`config.mk`:
```
export PLATFORM = sky130hd
export DESIGN_NAME = dual_match_timer
export DESIGN_NICKNAME = d
export VERILOG_FILES = /design/src/rtl/dmt_pkg.sv /design/src/rtl/dmt_prescaler.sv /design/src/rtl/dmt_channel.sv /design/src/rtl/dmt_regbus.sv /design/src/rtl/dual_match_timer.sv
export SDC_FILE = /design/constraint.sdc
export NUM_CORES = 1
export LEC_CHECK = 0
export BUFFER_PORTS_ARGS = -buffer_cell sky130_fd_sc_hd__buf_2
export CORE_ASPECT_RATIO = 1.1
export CORE_UTILIZATION = 50
export DETAILED_ROUTE_END_ITERATION = 6
export PLACE_DENSITY = 0.74
export SLEW_MARGIN = 0
export SYNTH_ARGS = -nofsm -noshare
export SYNTH_HDL_FRONTEND = slang
export SYNTH_SLANG_ARGS = --single-unit
```
`constraint.sdc`:
```
create_clock -name clk -period 4 [get_ports clk]
set_input_delay 0.8 -clock clk [delete_from_list [all_inputs] [get_ports clk]]
set_output_delay 0.8 -clock clk [all_outputs]
set_load 0.02 [all_outputs]
```
`src/rtl/dmt_pkg.sv`:
```
package dmt_pkg;
  localparam int unsigned ADDR_W = 8;

  localparam logic [ADDR_W-1:0] CTRL_BASE  = 8'h00;
  localparam logic [ADDR_W-1:0] MATCH_BASE = 8'h18;
  localparam logic [ADDR_W-1:0] COUNT_BASE = 8'h48;
  localparam logic [ADDR_W-1:0] STAT_ADDR  = 8'h60;

  // control field positions
  localparam int unsigned RUN_BIT = 0;
  localparam int unsigned IE_BIT  = 1;
  localparam int unsigned ME_BIT  = 2;
  localparam int unsigned DIV_LSB = 16;

  // per-channel register addresses are 4 bytes apart
  function automatic logic [ADDR_W-1:0] ch_addr(logic [ADDR_W-1:0] base, int unsigned ch);
    return base + ADDR_W'(ch * 4);
  endfunction
endpackage

```
`src/rtl/dmt_prescaler.sv`:
```
module dmt_prescaler #(
  parameter int unsigned DIV_W = 16
) (
  input  logic             clk,
  input  logic             rst,
  input  logic             run,
  input  logic [DIV_W-1:0] div,
  output logic             tick
);
  logic [DIV_W-1:0] pre_q;
  logic             wrap;

  assign wrap = (pre_q == div);
  assign tick = run && wrap;

  always_ff @(posedge clk) begin
    if (rst || !run) begin
      pre_q <= '0;
    end else if (wrap) begin
      pre_q <= '0;
    end else begin
      pre_q <= pre_q + 1'b1;
    end
  end
endmodule

```
`src/rtl/dmt_channel.sv`:
```
module dmt_channel
  import dmt_pkg::*;
#(
  parameter int unsigned DATA_W = 32,
  parameter int unsigned DIV_W  = 16
) (
  input  logic              clk,
  input  logic              rst,
  input  logic              ctrl_we,
  input  logic              match_we,
  input  logic              count_we,
  input  logic              clr_req,
  input  logic [DATA_W-1:0] wdata,
  output logic [DATA_W-1:0] ctrl_rd,
  output logic [DATA_W-1:0] match_q,
  output logic [DATA_W-1:0] count_q,
  output logic              status_q,
  output logic              irq_q,
  output logic              run_o,
  output logic              ie_o
);
  logic             run_q, ie_q, me_q;
  logic [DIV_W-1:0] div_q;
  logic             tick;
  logic [DATA_W-1:0] cnt_inc;
  logic             hit;

  always_ff @(posedge clk) begin
    if (rst) begin
      run_q <= 1'b0;
      ie_q  <= 1'b0;
      me_q  <= 1'b0;
      div_q <= '0;
    end else if (ctrl_we) begin
      run_q <= wdata[RUN_BIT];
      ie_q  <= wdata[IE_BIT];
      me_q  <= wdata[ME_BIT];
      div_q <= wdata[DIV_LSB +: DIV_W];
    end
  end

  always_ff @(posedge clk) begin
    if (rst) begin
      match_q <= '0;
    end else if (match_we) begin
      match_q <= wdata;
    end
  end

  dmt_prescaler #(.DIV_W(DIV_W)) u_pre (
    .clk  (clk),
    .rst  (rst),
    .run  (run_q),
    .div  (div_q),
    .tick (tick)
  );

  assign cnt_inc = count_q + 1'b1;

  // software load has priority over a tick
  always_ff @(posedge clk) begin
    if (rst) begin
      count_q <= '0;
    end else if (count_we) begin
      count_q <= wdata;
    end else if (tick) begin
      count_q <= cnt_inc;
    end
  end

  assign hit = tick && me_q && !count_we && (cnt_inc == match_q);

  // set beats clear
  always_ff @(posedge clk) begin
    if (rst) begin
      status_q <= 1'b0;
    end else if (hit) begin
      status_q <= 1'b1;
    end else if (clr_req) begin
      status_q <= 1'b0;
    end
  end

  always_ff @(posedge clk) begin
    if (rst) begin
      irq_q <= 1'b0;
    end else begin
      irq_q <= status_q && ie_q;
    end
  end

  always_comb begin
    ctrl_rd                    = '0;
    ctrl_rd[RUN_BIT]           = run_q;
    ctrl_rd[IE_BIT]            = ie_q;
    ctrl_rd[ME_BIT]            = me_q;
    ctrl_rd[DIV_LSB +: DIV_W]  = div_q;
  end

  assign run_o = run_q;
  assign ie_o  = ie_q;
endmodule

```
`src/rtl/dmt_regbus.sv`:
```
module dmt_regbus
  import dmt_pkg::*;
#(
  parameter int unsigned NUM_CH = 2,
  parameter int unsigned DATA_W = 32
) (
  input  logic                          clk,
  input  logic                          rst,
  input  logic                          bus_valid,
  input  logic                          bus_write,
  input  logic [ADDR_W-1:0]             bus_addr,
  input  logic [NUM_CH-1:0]             wdata_lo,
  input  logic [NUM_CH-1:0][DATA_W-1:0] ctrl_rd,
  input  logic [NUM_CH-1:0][DATA_W-1:0] match_rd,
  input  logic [NUM_CH-1:0][DATA_W-1:0] count_rd,
  input  logic [NUM_CH-1:0]             status,
  output logic [NUM_CH-1:0]             ctrl_we,
  output logic [NUM_CH-1:0]             match_we,
  output logic [NUM_CH-1:0]             count_we,
  output logic [NUM_CH-1:0]             clr_vec,
  output logic [DATA_W-1:0]             bus_rdata
);
  logic wr, rd;
  logic [DATA_W-1:0] rd_next;

  assign wr = bus_valid && bus_write;
  assign rd = bus_valid && !bus_write;

  for (genvar g = 0; g < NUM_CH; g++) begin : g_dec
    assign ctrl_we[g]  = wr && (bus_addr == ch_addr(CTRL_BASE,  g));
    assign match_we[g] = wr && (bus_addr == ch_addr(MATCH_BASE, g));
    assign count_we[g] = wr && (bus_addr == ch_addr(COUNT_BASE, g));
  end

  assign clr_vec = (wr && bus_addr == STAT_ADDR) ? wdata_lo : '0;

  always_comb begin
    rd_next = '0;
    if (bus_addr == STAT_ADDR) begin
      rd_next = DATA_W'(status);
    end
    for (int unsigned i = 0; i < NUM_CH; i++) begin
      if (bus_addr == ch_addr(CTRL_BASE, i))  rd_next = ctrl_rd[i];
      if (bus_addr == ch_addr(MATCH_BASE, i)) rd_next = match_rd[i];
      if (bus_addr == ch_addr(COUNT_BASE, i)) rd_next = count_rd[i];
    end
  end

  always_ff @(posedge clk) begin
    if (rst) begin
      bus_rdata <= '0;
    end else if (rd) begin
      bus_rdata <= rd_next;
    end
  end
endmodule

```
`src/rtl/dual_match_timer.sv`:
```
module dual_match_timer
  import dmt_pkg::*;
#(
  parameter int unsigned NUM_CH = 2,
  parameter int unsigned DATA_W = 32,
  parameter int unsigned DIV_W  = 16
) (
  input  logic              clk,
  input  logic              rst,
  input  logic              bus_valid,
  input  logic              bus_write,
  input  logic [7:0]        bus_addr,
  input  logic [DATA_W-1:0] bus_wdata,
  output logic [DATA_W-1:0] bus_rdata,
  output logic [NUM_CH-1:0] irq
);
  logic [NUM_CH-1:0][DATA_W-1:0] ctrl_vec, match_vec, count_vec;
  logic [NUM_CH-1:0] stat_vec, ie_vec, run_vec;
  logic [NUM_CH-1:0] ctrl_we, match_we, count_we, clr_vec;

  dmt_regbus #(.NUM_CH(NUM_CH), .DATA_W(DATA_W)) u_bus (
    .clk       (clk),
    .rst       (rst),
    .bus_valid (bus_valid),
    .bus_write (bus_write),
    .bus_addr  (bus_addr),
    .wdata_lo  (bus_wdata[NUM_CH-1:0]),
    .ctrl_rd   (ctrl_vec),
    .match_rd  (match_vec),
    .count_rd  (count_vec),
    .status    (stat_vec),
    .ctrl_we   (ctrl_we),
    .match_we  (match_we),
    .count_we  (count_we),
    .clr_vec   (clr_vec),
    .bus_rdata (bus_rdata)
  );

  for (genvar g = 0; g < NUM_CH; g++) begin : g_ch
    dmt_channel #(.DATA_W(DATA_W), .DIV_W(DIV_W)) u_ch (
      .clk      (clk),
      .rst      (rst),
      .ctrl_we  (ctrl_we[g]),
      .match_we (match_we[g]),
      .count_we (count_we[g]),
      .clr_req  (clr_vec[g]),
      .wdata    (bus_wdata),
      .ctrl_rd  (ctrl_vec[g]),
      .match_q  (match_vec[g]),
      .count_q  (count_vec[g]),
      .status_q (stat_vec[g]),
      .irq_q    (irq[g]),
      .run_o    (run_vec[g]),
      .ie_o     (ie_vec[g])
    );
  end
endmodule

```
### After elaboration in Yosys (flattened, before gate mapping)

Cells that the tools add are included.

| operators by class | value |
|---|---|
| $mul | 0 |
| order comparisons | 0 |
| reductions and logical operators | 33 |
| div/mod/pow operators | 0 |
| equal/unequal tests | 10 |
| shift-type cells | 0 |
| $add $sub $neg | 4 |
| mux-type cells | 16 |
| bitwise gates (word level) | 0 |

Operators with widths:

| operator | number |
|---|---|
| $mux W32 | 10 |
| $add A32 B1 Y32 const B | 2 |
| $eq A32 B32 Y1 | 2 |
| $add A16 B1 Y16 const B | 2 |
| $eq A16 B16 Y1 | 2 |
| $eq A8 B7 Y1 const B | 3 |
| $logic_and A1 B1 Y1 | 19 |
| $eq A8 B5 Y1 const B | 2 |
| $eq A8 B3 Y1 const B | 1 |
| $logic_not A8 Y1 | 1 |
| $reduce_bool A2 Y1 | 4 |
| $logic_not A1 Y1 | 5 |
| $mux W1 | 4 |
| $mux W2 | 2 |
| $reduce_or A2 Y1 | 2 |
| $logic_or A1 B1 Y1 | 2 |

| word-level totals | value |
|---|---|
| memory bits (read-only) | 0 |
| memories | 0 |
| flip-flop bits (word level) | 234 |
| latch bits | 0 |
| input port bits | 44 |
| memory bits (writable) | 0 |
| word-level logic and storage cells | 82 |
| output and inout port bits | 34 |

### Logic depth before layout (Yosys ltp)

Gate-level depths: netlist of run 1.

| logic depth | value |
|---|---|
| depth after elaboration | 8 |
| gate-level depth with buffers | 10 |
| mapped depth without buffers | 8 |

### Hierarchy

From an unflattened synthesis of run 1, not the netlist that was laid out.

| second synthesis, totals | value |
|---|---|
| cells, all modules | 1829 |
| area, all modules | 15366.0 um^2 |

By module, submodules not included:

| module | cells each | area each (um^2) | times used |
|---|---|---|---|
| dmt_channel | 553 | 4699.5 | 2 |
| dmt_regbus | 523 | 4142.7 | 1 |
| dmt_prescaler | 100 | 912.1 | 2 |

### Worst setup path before layout of run 1

No wires, ideal clock.

| path | value |
|---|---|
| kind | in2reg |
| from | in bus_addr[1] |
| to | reg g_ch[0].u_ch.div_q[10] |
| library setup time | 0.132 ns |
| arrival time | 2.745 ns |
| stages | 8 |
| data required time | 3.868 ns |
| path slack | 1.123 ns |
| cells stage by stage | or4_4 -> or3_1 -> nor3_4 -> buf_4 -> nand2_1 -> clkbuf_1 -> nand2_1 -> a21oi_1 |

| on the way | value |
|---|---|
| word-level cells in the longest chain between the ends | 2 |

Ends and longest elaborated chain:

| element | RTL line | source |
|---|---|---|
| from (decl) | dual_match_timer.sv:12 | `input logic [7:0] bus_addr,` |
| $logic_not A8 Y1 | dmt_regbus.sv:30 | `assign ctrl_we[g] = wr && (bus_addr == ch_addr(CTRL_BASE, g));` |
| $logic_and A1 B1 Y1 | dmt_regbus.sv:30 |  |
| to (signal assigned) | dmt_channel.sv:38 | `div_q <= wdata[DIV_LSB +: DIV_W];` |
| to (decl) | dmt_channel.sv:23 | `logic [DIV_W-1:0] div_q;` |

Every way passes these cells.
A chain may end at the register's enable or synchronous reset.

### Worst setup path after layout of run 1

| path | value |
|---|---|
| from | reg g_ch[1].u_ch.count_q[0] |
| to | reg g_ch[1].u_ch.status_q |

| on the way | value |
|---|---|
| word-level cells in the longest chain between the ends | 4 |
| elaborated cells on any way between the ends | 5 |
| those cells by class | add/sub: 1; eq/ne: 1; mux: 1; reduce/logical: 2 |

Ends and longest elaborated chain:

| element | RTL line | source |
|---|---|---|
| from (decl) | dmt_channel.sv:16 | `output logic [DATA_W-1:0] count_q,` |
| from (signal assigned) | dmt_channel.sv:65 | `count_q <= wdata;` |
| from (signal assigned) | dmt_channel.sv:67 | `count_q <= cnt_inc;` |
| $add A32 B1 Y32 (*) | dmt_channel.sv:58 | `assign cnt_inc = count_q + 1'b1;` |
| $eq A32 B32 Y1 (*) | dmt_channel.sv:71 | `assign hit = tick && me_q && !count_we && (cnt_inc == match_q);` |
| $logic_and A1 B1 Y1 (*) | dmt_channel.sv:71 |  |
| $mux W1 or $reduce_bool A2 Y1 (tied branches) | n/a |  |
| to (signal assigned) | dmt_channel.sv:76 | `status_q <= 1'b0;` |
| to (signal assigned) | dmt_channel.sv:78 | `status_q <= 1'b1;` |
| to (signal assigned) | dmt_channel.sv:80 | `status_q <= 1'b0;` |
| to (decl) | dmt_channel.sv:17 | `output logic status_q,` |

Every way passes the cells marked *; elsewhere a longest branch is shown, timed or not.

==> results.sh, run 1 <==
export IMPL_outcome="complete, but fails checks"
export IMPL_violations="design-rule violations"
export IMPL_core_um2=25300
export IMPL_die_w_um=155
export IMPL_finClkSkew_ns=0.0135
export IMPL_synth_seq_cells=234
export IMPL_fin_nets=1698
export IMPL_antenna_left=0
export IMPL_io_pins=78
export IMPL_comb_power_share_pct=4.1
export IMPL_tritoncts="built"
export IMPL_clk_insertion_delay_late_ns=0.55
export IMPL_fmaxAchievable_mhz=319
export IMPL_grtUsageTotal_pct=32.1
export IMPL_synth_main_ff_cell="dfxtp_1"
export IMPL_synth_edff_count=0
export IMPL_holdWs_ns=0.469
export IMPL_grt_overflow=0
export IMPL_setup_viol=0
export IMPL_syn_cell_area_um2=12900
export IMPL_crit_path_end_kind="flop"
export IMPL_power_internal_mw=3.98
export IMPL_synthCells=1660
export IMPL_p_sw_mw=1.21
export IMPL_power_density_nw_per_um2=361
export IMPL_totalPowerFinal_mw=5.18
export IMPL_vdd_ir_drop_max_mv=0.404
export IMPL_setup_ws_ns=0.870
export IMPL_rsz0062_at_grt="false"
export IMPL_hold_violations=0
export IMPL_critPathArrivalTime_ns=3.61
export IMPL_drive_above_1_share_pct=10.9
export IMPL_initial_core_util_pct=51.1
export IMPL_wl_per_cell_um=21.3
export IMPL_place_ws_ns=0.600
export IMPL_row_count=61
export IMPL_antenna_found_initial=1
export IMPL_hp_class="flop to flop"
export IMPL_relSlewSlack_pct=37.4
export IMPL_synth_top_family_by_area="simple AND/OR/NAND/NOR gates"
export IMPL_grt_pass1_wl_mm=66.4
export IMPL_cts_resized=0
export IMPL_drt_initial_drc_count=1510
export IMPL_dr_total_vias=12664
export IMPL_ys_seq_area_share_pct=36.2
export IMPL_startpoint_type="flop"
export IMPL_period_share_pct=78.3
export IMPL_maxSlewViolCount=0
export IMPL_period_minus_slack_ns=3.13
export IMPL_power_leakage_nw=4.69
export IMPL_clkSinkCount=234
export IMPL_path_clk_slew_ns=0.06
export IMPL_drt_wl_total_mm=43.1
export IMPL_synth_mux_area_share_pct=0.319
export IMPL_synth_compound_area_share_pct=18.2
export IMPL_place_inst=1967
export IMPL_synthArstFlopShare_pct=0
export IMPL_switching_share_pct=23.3
export IMPL_postCtsSetupBuffers=0
export IMPL_finalNonFillerCells=2018
export IMPL_final_cell_mix="289 x nand2_1, 234 x dfxtp_1, 192 x nor2_1, 136 x a21oi_1, 128 x xnor2_1"
export IMPL_area_delta_synth_final_pct=10.8
export IMPL_clock_root_buffer="clkbuf_16"
export IMPL_maxCapViolCount=0
export IMPL_dieHeight_um=171
export IMPL_required_ns=4.48
export IMPL_pwr_share_clk_pct=50.3
export IMPL_io_buffers=77
export IMPL_drt_first_pass_iters=7
export IMPL_dieArea_um2=26500
export IMPL_first_global_vias=11583
export IMPL_synth_warning_count=0
export IMPL_seq_power_share_pct=45.6
export IMPL_gp_congestion=0.955
export IMPL_cts_max_level=1
export IMPL_path_max_fanout=7
export IMPL_cts_buffers=27
export IMPL_worst_pin_slew_ns=0.938
export IMPL_critical_path_class="flop to flop"
export IMPL_cts_max_path_buffers=3
export IMPL_final_common_cell="nand2_1"
export IMPL_vias_per_cell=6.28
export IMPL_synthAdderAreaFrac_pct=0.387
export IMPL_synth_cell_types=74
export IMPL_ctsHoldBuffers=0
export IMPL_drc=20
export IMPL_synthesis_nets=1708
export IMPL_synth_simple_area_share_pct=26.0
export IMPL_synth_xor_area_share_pct=13.6
export IMPL_grt_max_degree=110
export IMPL_fin_setup_tns_ns=0
export IMPL_syn_avg_cell_area_um2=7.80
export IMPL_post_dp_hpwl_mm=30.6
-- cell families (layout without fill, tap and decap cells) --
kind of cell	after synthesis	count (layout)
and+or+nand+nor	717	717
AOI/OAI and AO/OA	340	340
DFF	234	234
xor gates and xnor gates	199	199
buffers and inverters	162	173
adders and majority gates	4	4
muxes	4	4
other	0	1
-- cells in the mapped netlist, drive strengths merged, types with 5 or more instances --
master	count	area [um2]
a211oi	83	623
a21oi	136	681
a221oi	18	164
a222oi	30	300
a311oi	20	175
a31oi	7	43.8
and2	12	75.1
and3	19	119
and3b	6	52.6
and4	8	70.1
buf	34	208
clkbuf	109	413
dfxtp	234	4680
inv	19	71.3
nand2	292	1100
nand2b	5	31.3
nand3	52	285
nand4	47	307
nor2	193	724
nor3	26	146
nor4	21	150
o21ai	10	50.1
or3	5	31.3
or4	11	97.6
xnor2	128	1120
xor2	70	613
-- per-stage QoR --
stage	area [um2]	util [%]
detailed placement	13400	52.9
global route	14300	56.6
CTS	14300	56.6
global placement	13400	52.9
finish	14300	56.6
floorplan	12900	-
-- sequential cells by signal, indices dropped and copies added (netlist names) --
name / count
g_ch.u_ch.run_o: 2
g_ch.u_ch.div_q: 32
g_ch.u_ch.match_q: 64
g_ch.u_ch.count_q: 64
g_ch.u_ch.ie_o: 2
g_ch.u_ch.me_q: 2
g_ch.u_ch.irq_q: 2
g_ch.u_ch.u_pre.pre_q: 32
u_bus.bus_rdata: 32
g_ch.u_ch.status_q: 2
-- power groups by stage --
stage / clock network, mW / logic (mW) / registers [mW]
after global routing: 2.73 / 0.223 / 2.37
after detailed placement: 0 / 0.207 / 2.42
after CTS: 2.62 / 0.208 / 2.36
after global placement: 0 / 0.206 / 2.42
after floorplan: 0 / 0.0768 / 2.43
final: 2.60 / 0.213 / 2.37
-- critical path, cell delays in order (launching register included) --
cell and delay, ns:
dfxtp_1 0.50, ha_1 0.33, and3_1 0.32, nand4_1 0.35, nor2_1 0.21, mux2_2 0.39, a2111oi_0 0.62, nand4_1 0.17
o21ai_1 0.17
-- final timing paths --
check	end	from	slack, ns	cells past startpoint
max	g_ch[1].u_ch.status_q$_SDFFE_PP0P_	g_ch[1].u_ch.count_q[0]$_SDFFE_PP0P_	0.87	8
min	g_ch[0].u_ch.ie_o$_SDFFE_PP0P_	g_ch[0].u_ch.ie_o$_SDFFE_PP0P_	0.47	2
min reg2reg	g_ch[0].u_ch.ie_o$_SDFFE_PP0P_	g_ch[0].u_ch.ie_o$_SDFFE_PP0P_	0.47	2
max reg2reg	g_ch[1].u_ch.status_q$_SDFFE_PP0P_	g_ch[1].u_ch.count_q[0]$_SDFFE_PP0P_	0.87	8
-- layout make-up --
type / count / area [um2]
diodes: 1 / 2.50
clock buffers: 34 / 742
clock inverters: 16 / 190
fillers: 2397 / 11000
inverters: 19 / 71.3
multi-input cells: 1264 / 7600
flip-flops and latches: 234 / 4680
well taps: 346 / 433
repair buffers: 104 / 619
-- metal layers --
layer / global-route usage [%] / share of wire [%] / vias to the layer above
met5: 0 / 0 / -
met4: 15.5 / 5.2 / 0
met3: 5.27 / 9.5 / 138
met2: 50.5 / 45 / 704
met1: 42.8 / 41 / 5975
li1: - / - / 5847
Power figures use the tool's default switching activity.
==> inputs of run 2 (changes only) <==
ABC_AREA = 1   (was unset)
PLACE_DENSITY = 0.73   (was 0.74)
clock period = 2.9 ns   (was 4 ns; I/O delays follow)
==> results.sh, run 2 <==
export IMPL_antenna_left=0
export IMPL_cts_max_path_buffers=3
export IMPL_grt_overflow=0
export IMPL_holdWs_ns=0.388
export IMPL_grtUsageTotal_pct=36.2
export IMPL_r2r_end="g_ch[1].u_ch.status_q$_SDFFE_PP0P_"
export IMPL_place_ws_ns=-0.111
export IMPL_crit_path_end_kind="flop"
export IMPL_grt_max_degree=63
export IMPL_final_common_cell="nand2_1"
export IMPL_synthCells=2043
export IMPL_row_count=62
export IMPL_core_um2=26200
export IMPL_io_buffers=77
export IMPL_path_clk_slew_ns=0.06
export IMPL_initial_core_util_pct=51.0
export IMPL_critPathCapture="u_bus.bus_rdata[19]$_SDFFE_PP0P_"
export IMPL_r2r_cells=15
export IMPL_vdd_ir_drop_max_mv=0.592
export IMPL_area_delta_synth_final_pct=12.6
export IMPL_ys_seq_area_share_pct=35.0
export IMPL_hp_class="primary input to flop"
export IMPL_finClkSkew_ns=0.0195
export IMPL_gp_congestion=0.983
export IMPL_drt_first_pass_iters=5
export IMPL_clock_root_buffer="clkbuf_16"
export IMPL_worst_pin_slew_ns=1.11
export IMPL_drt_initial_drc_count=1446
export IMPL_power_density_nw_per_um2=473
export IMPL_startpoint_type="primary input"
export IMPL_synth_simple_area_share_pct=32.1
export IMPL_critical_path_class="primary input to flop"
export IMPL_final_cell_mix="560 x nand2_1, 234 x dfxtp_1, 208 x inv_1, 188 x nor2_1, 174 x o21ai_0"
export IMPL_clk_insertion_delay_late_ns=0.55
export IMPL_post_dp_hpwl_mm=36.7
export IMPL_synth_top_area_share_pct=35.0
export IMPL_period_minus_slack_ns=2.61
export IMPL_synth_warning_count=0
export IMPL_maxSlewViolCount=0
export IMPL_path_max_fanout=8
export IMPL_dieHeight_um=174
export IMPL_dieArea_um2=27400
export IMPL_vias_per_cell=5.73
export IMPL_synthArstFlopShare_pct=0
export IMPL_wl_per_cell_um=20.1
export IMPL_ctsHoldBuffers=0
export IMPL_dr_total_vias=14157
export IMPL_startpoint="bus_addr[7]"
export IMPL_cts_max_level=1
export IMPL_synth_mux_area_share_pct=0
export IMPL_relSlewSlack_pct=26.3
export IMPL_fin_setup_tns_ns=0
export IMPL_reg2reg_setup_slack_ns=0.32
export IMPL_synth_area_leaders="dfxtp_1 35%, nand2_1 16%, o21ai_0 6.5%, inv_1 5.9%, a21oi_1 5.8%"
export IMPL_finalInstanceArea_um2=15100
export IMPL_postCtsSetupBuffers=0
export IMPL_synthAdderAreaFrac_pct=0.374
export IMPL_outcome="finished clean"
export IMPL_synth_compound_area_share_pct=19.2
export IMPL_synth_top_family_by_area="simple AND/OR/NAND/NOR gates"
export IMPL_syn_cell_area_um2=13400
export IMPL_grt_pass1_wl_mm=75.3
export IMPL_maxCapViolCount=0
export IMPL_syn_avg_cell_area_um2=6.55
export IMPL_period_share_pct=90.1
export IMPL_antenna_found_initial=0
export IMPL_io_pins=78
export IMPL_fin_nets=2148
export IMPL_synth_cell_types=53
export IMPL_hold_violations=0
export IMPL_cts_buffers=27
export IMPL_synth_area_leader_cell="dfxtp_1"
export IMPL_synthesis_nets=2091
export IMPL_synth_seq_cells=234
export IMPL_drive_above_1_share_pct=11.4
export IMPL_power_leakage_nw=5.70
export IMPL_setup_ws_ns=0.288
export IMPL_required_ns=3.33
export IMPL_cts_resized=0
export IMPL_num_antenna_cells=0
export IMPL_clkSinkCount=234
export IMPL_drt_wl_total_mm=49.7
export IMPL_rsz0062_at_grt="false"
export IMPL_tritoncts="built"
export IMPL_first_global_vias=12985
export IMPL_totalPowerFinal_mw=7.14
export IMPL_fmaxAchievable_mhz=383
export IMPL_die_w_um=158
export IMPL_synth_main_ff_cell="dfxtp_1"
export IMPL_r2r_start="g_ch[1].u_ch.count_q[1]$_SDFFE_PP0P_"
export IMPL_yosysMostFrequentCell="nand2_1"
export IMPL_critPathArrivalTime_ns=3.04
export IMPL_dpl_cell_area_um2=14100
export IMPL_reg_largest_list="g_ch.u_ch.count_q x64, g_ch.u_ch.match_q x64"
export IMPL_synth_edff_count=0
export IMPL_synth_xor_area_share_pct=4.25
export IMPL_ys_top_cells_by_count="562 x nand2_1, 234 x dfxtp_1, 209 x inv_1"
export IMPL_setup_viol=0
export IMPL_drc=0
run 2: how the worst min path moves through the flow:
stage,from,end,slack (ns),depth (start not counted)
final,bus_wdata[11],g_ch[1].u_ch.count_q[11]$_SDFFE_PP0P_,0.39,3
after global routing,bus_wdata[3],g_ch[0].u_ch.count_q[3]$_SDFFE_PP0P_,0.38,3
after CTS,bus_wdata[3],g_ch[0].u_ch.count_q[3]$_SDFFE_PP0P_,0.36,3
after detailed placement,g_ch[0].u_ch.u_pre.pre_q[0]$_SDFF_PP0_,g_ch[0].u_ch.u_pre.pre_q[0]$_SDFF_PP0_,0.45,1
after global placement,g_ch[0].u_ch.u_pre.pre_q[0]$_SDFF_PP0_,g_ch[0].u_ch.u_pre.pre_q[0]$_SDFF_PP0_,0.45,1
after floorplan,g_ch[0].u_ch.ie_o$_SDFFE_PP0P_,g_ch[0].u_ch.irq_q$_SDFF_PP0_,0.42,2
run 2: layout make-up:
type / instances / area (um2)
inverter: 225 / 847
sequential: 234 / 4680
tap: 352 / 440
timing repair buffer: 111 / 668
clock inverter: 11 / 188
fill: 2611 / 11100
clock buffer: 38 / 747
multi-input combinational: 1501 / 7500
run 2: report_power, final:
part / leakage [nW] / internal [mW] / switching [mW]
logic: 3.36 / 0.0573 / 0.197
clock network: 0.459 / 2.24 / 1.43
registers: 1.88 / 3.22 / 0.00319
total: 5.70 / 5.51 / 1.63
run 2: per-stage QoR:
| step | instances | util (%) |
|---|---|---|
| global route | 2472 | 57.5 |
| CTS | 2471 | 57.5 |
| finish | 2472 | 57.5 |
| detailed placement | 2422 | 53.9 |
| global placement | 2422 | 53.9 |
| floorplan | 2043 | - |
run 2: layer usage:
layer	share of wire [%]	wire (um)	vias up	global-route usage, %
met3	8.5	4210	130	4.30
met2	43	21300	694	54.3
met1	42	20900	6482	49.5
met4	6.6	3260	0	21.6
li1	-	-	6851	-
met5	0	0	-	0
run 2: critical path: stages:
cell and delay (ns):
buf_2 0.09, inv_1 0.03, nand2_1 0.08, nor3_2 0.08, nand2_1 0.31, inv_1 0.24
a221oi_1 0.95, o21ai_0 0.35, o21bai_1 0.24, a21oi_1 0.08
run 2: cells by family (layout without fill, tap and decap cells):
group                    Yosys count  in the layout
AND/OR/NAND/NOR                  985            986
AO/OA/AOI/OAI                    454            454
buffers and inverters            309            385
flip-flops                       234            234
XOR/XNOR                          57             57
adder cells (fa/ha/maj)            4              4
==> inputs of run 3 (changes only) <==
PLACE_DENSITY = 0.76   (was 0.73)
clock period = 2.4 ns   (was 2.9 ns; I/O delays follow)
==> results.sh, run 3 (same netlist as run 2, synthesis figures left out) <==
export IMPL_clk_insertion_delay_late_ns=0.57
export IMPL_maxSlewViolCount=0
export IMPL_drt_first_pass_iters=6
export IMPL_path_max_fanout=4
export IMPL_hp_start="bus_wdata[10]"
export IMPL_initial_core_util_pct=51.0
export IMPL_period_share_pct=93.2
export IMPL_ctsHoldBuffers=0
export IMPL_io_pins=78
export IMPL_power_leakage_nw=5.98
export IMPL_die_w_um=158
export IMPL_fin_nets=2193
export IMPL_finClkSkew_ns=0.0140
export IMPL_power_density_nw_per_um2=568
export IMPL_setup_viol=0
export IMPL_antenna_left=0
export IMPL_r2r_start="g_ch[1].u_ch.count_q[0]$_SDFFE_PP0P_"
export IMPL_area_delta_synth_final_pct=16.0
export IMPL_totalPowerFinal_mw=8.82
export IMPL_finalNonFillerCells=2517
export IMPL_reg_largest_list="g_ch.u_ch.count_q x64, g_ch.u_ch.match_q x64"
export IMPL_fmaxAchievable_mhz=447
export IMPL_critical_path_class="flop to flop"
export IMPL_antenna_found_initial=0
export IMPL_dpl_cell_area_um2=14500
export IMPL_wl_per_cell_um=20.5
export IMPL_final_cell_mix="559 x nand2_1, 229 x dfxtp_1, 207 x inv_1, 185 x nor2_1, 174 x o21ai_0"
export IMPL_grtUsageTotal_pct=37.4
export IMPL_first_global_vias=13354
export IMPL_reg2reg_setup_slack_ns=0.16
export IMPL_seq_area_um2=4690
export IMPL_hp_class="primary input to flop"
export IMPL_grt_max_degree=86
export IMPL_r2r_end="g_ch[1].u_ch.status_q$_SDFFE_PP0P_"
export IMPL_required_ns=2.90
export IMPL_row_count=62
export IMPL_crit_path_end_kind="flop"
export IMPL_core_um2=26200
export IMPL_grt_pass1_wl_mm=77.6
export IMPL_vias_per_cell=5.79
export IMPL_clkSinkCount=234
export IMPL_hold_violations=0
export IMPL_grt_overflow=0
export IMPL_post_dp_hpwl_mm=37.8
export IMPL_final_common_cell="nand2_1"
export IMPL_startpoint_type="flop"
export IMPL_hold_depth=3
export IMPL_period_minus_slack_ns=2.24
export IMPL_clock_root_buffer="clkbuf_16"
export IMPL_final_util_pct=59.2
export IMPL_gp_congestion=0.993
export IMPL_cts_max_path_buffers=3
export IMPL_holdWs_ns=0.265
export IMPL_vdd_ir_drop_max_mv=0.611
export IMPL_drt_initial_drc_count=1654
export IMPL_drive_above_1_share_pct=14.1
export IMPL_hold_end="g_ch[0].u_ch.count_q[10]$_SDFFE_PP0P_"
export IMPL_place_inst=2464
export IMPL_dr_total_vias=14563
export IMPL_drc=0
export IMPL_drt_wl_total_mm=51.5
export IMPL_r2r_cells=12
export IMPL_path_clk_slew_ns=0.06
export IMPL_cts_max_level=1
export IMPL_outcome="finished clean"
export IMPL_nFillCells=2591
export IMPL_maxCapViolCount=0
export IMPL_multi_input_area_um2=7510
export IMPL_tritoncts="built"
export IMPL_dieArea_um2=27400
export IMPL_rsz0062_at_grt="true"
export IMPL_critPathArrivalTime_ns=2.74
export IMPL_relSlewSlack_pct=23.3
export IMPL_io_buffers=77
export IMPL_finalInstanceArea_um2=15500
export IMPL_dieHeight_um=174
export IMPL_num_antenna_cells=0
export IMPL_cts_buffers=27
export IMPL_worst_pin_slew_ns=1.15
-- run 3: cell type report --
type	count	area share [%]
repair buffers	157	6.83
clock inverters	14	1.29
clock buffers	35	5.00
well taps	352	2.84
flip-flops and latches	234	30.2
multi-input cells	1500	48.4
inverters	225	5.45
-- run 3: worst max-delay path, cell delays in order (launching register included) --
cell      delay (ns)
dfxtp_1         0.36
buf_4           0.16
inv_2           0.06
nor2_2          0.18
nand3_1         0.24
nor3_2          0.25
nand2_1         0.10
nand2_1         0.12
o21ai_0         0.12
nand3b_1        0.18
nor2_1          0.18
nand4_1         0.14
nand2_1         0.08
-- run 3: power by group --
part           switching (mW)  leakage [nW]  internal [mW]
sequential            0.00389          1.89           3.89
combinational           0.248          3.61         0.0734
clock                    1.81         0.483           2.80
total                    2.06          5.98           6.76
-- run 3: worst max path at each step --
stage | from | to | slack, ns | cells after the start
after CTS | g_ch[0].u_ch.count_q[1]$_SDFFE_PP0P_ | g_ch[0].u_ch.status_q$_SDFFE_PP0P_ | 0.005 | 16
after floorplan | g_ch[0].u_ch.count_q[0]$_SDFFE_PP0P_ | g_ch[0].u_ch.status_q$_SDFFE_PP0P_ | 0.49 | 13
after detailed placement | bus_addr[1] | u_bus.bus_rdata[6]$_SDFFE_PP0P_ | -0.01 | 11
after global placement | g_ch[0].u_ch.count_q[1]$_SDFFE_PP0P_ | g_ch[0].u_ch.status_q$_SDFFE_PP0P_ | 0.004 | 16
after global routing | g_ch[0].u_ch.count_q[1]$_SDFFE_PP0P_ | g_ch[0].u_ch.status_q$_SDFFE_PP0P_ | -0.01 | 16
final | g_ch[1].u_ch.count_q[0]$_SDFFE_PP0P_ | g_ch[1].u_ch.status_q$_SDFFE_PP0P_ | 0.16 | 12
-- run 3: layer usage --
layer	up-vias	track usage [%]	routed length, um
li1	6938	-	-
met1	6748	49.6	21100
met2	728	59.5	22900
met3	149	4.25	4410
met4	0	19.6	3040
met5	-	0	0
-- run 3: through the flow --
stage	setup TNS (ns)	worst slack, ns
4_1_cts	0	0.00492
5_1_grt	-0.0124	-0.00976
3_3_place_gp	0	0.00400
3_5_place_dp	-0.0110	-0.0110
2_1_floorplan	0	0.493
6_report	0	0.163
-- run 3: what timing repair did --
item,4_1_cts,5_1_grt
setup endpoints to repair,0,14
setup buffers,0,4
gates resized for setup,0,13
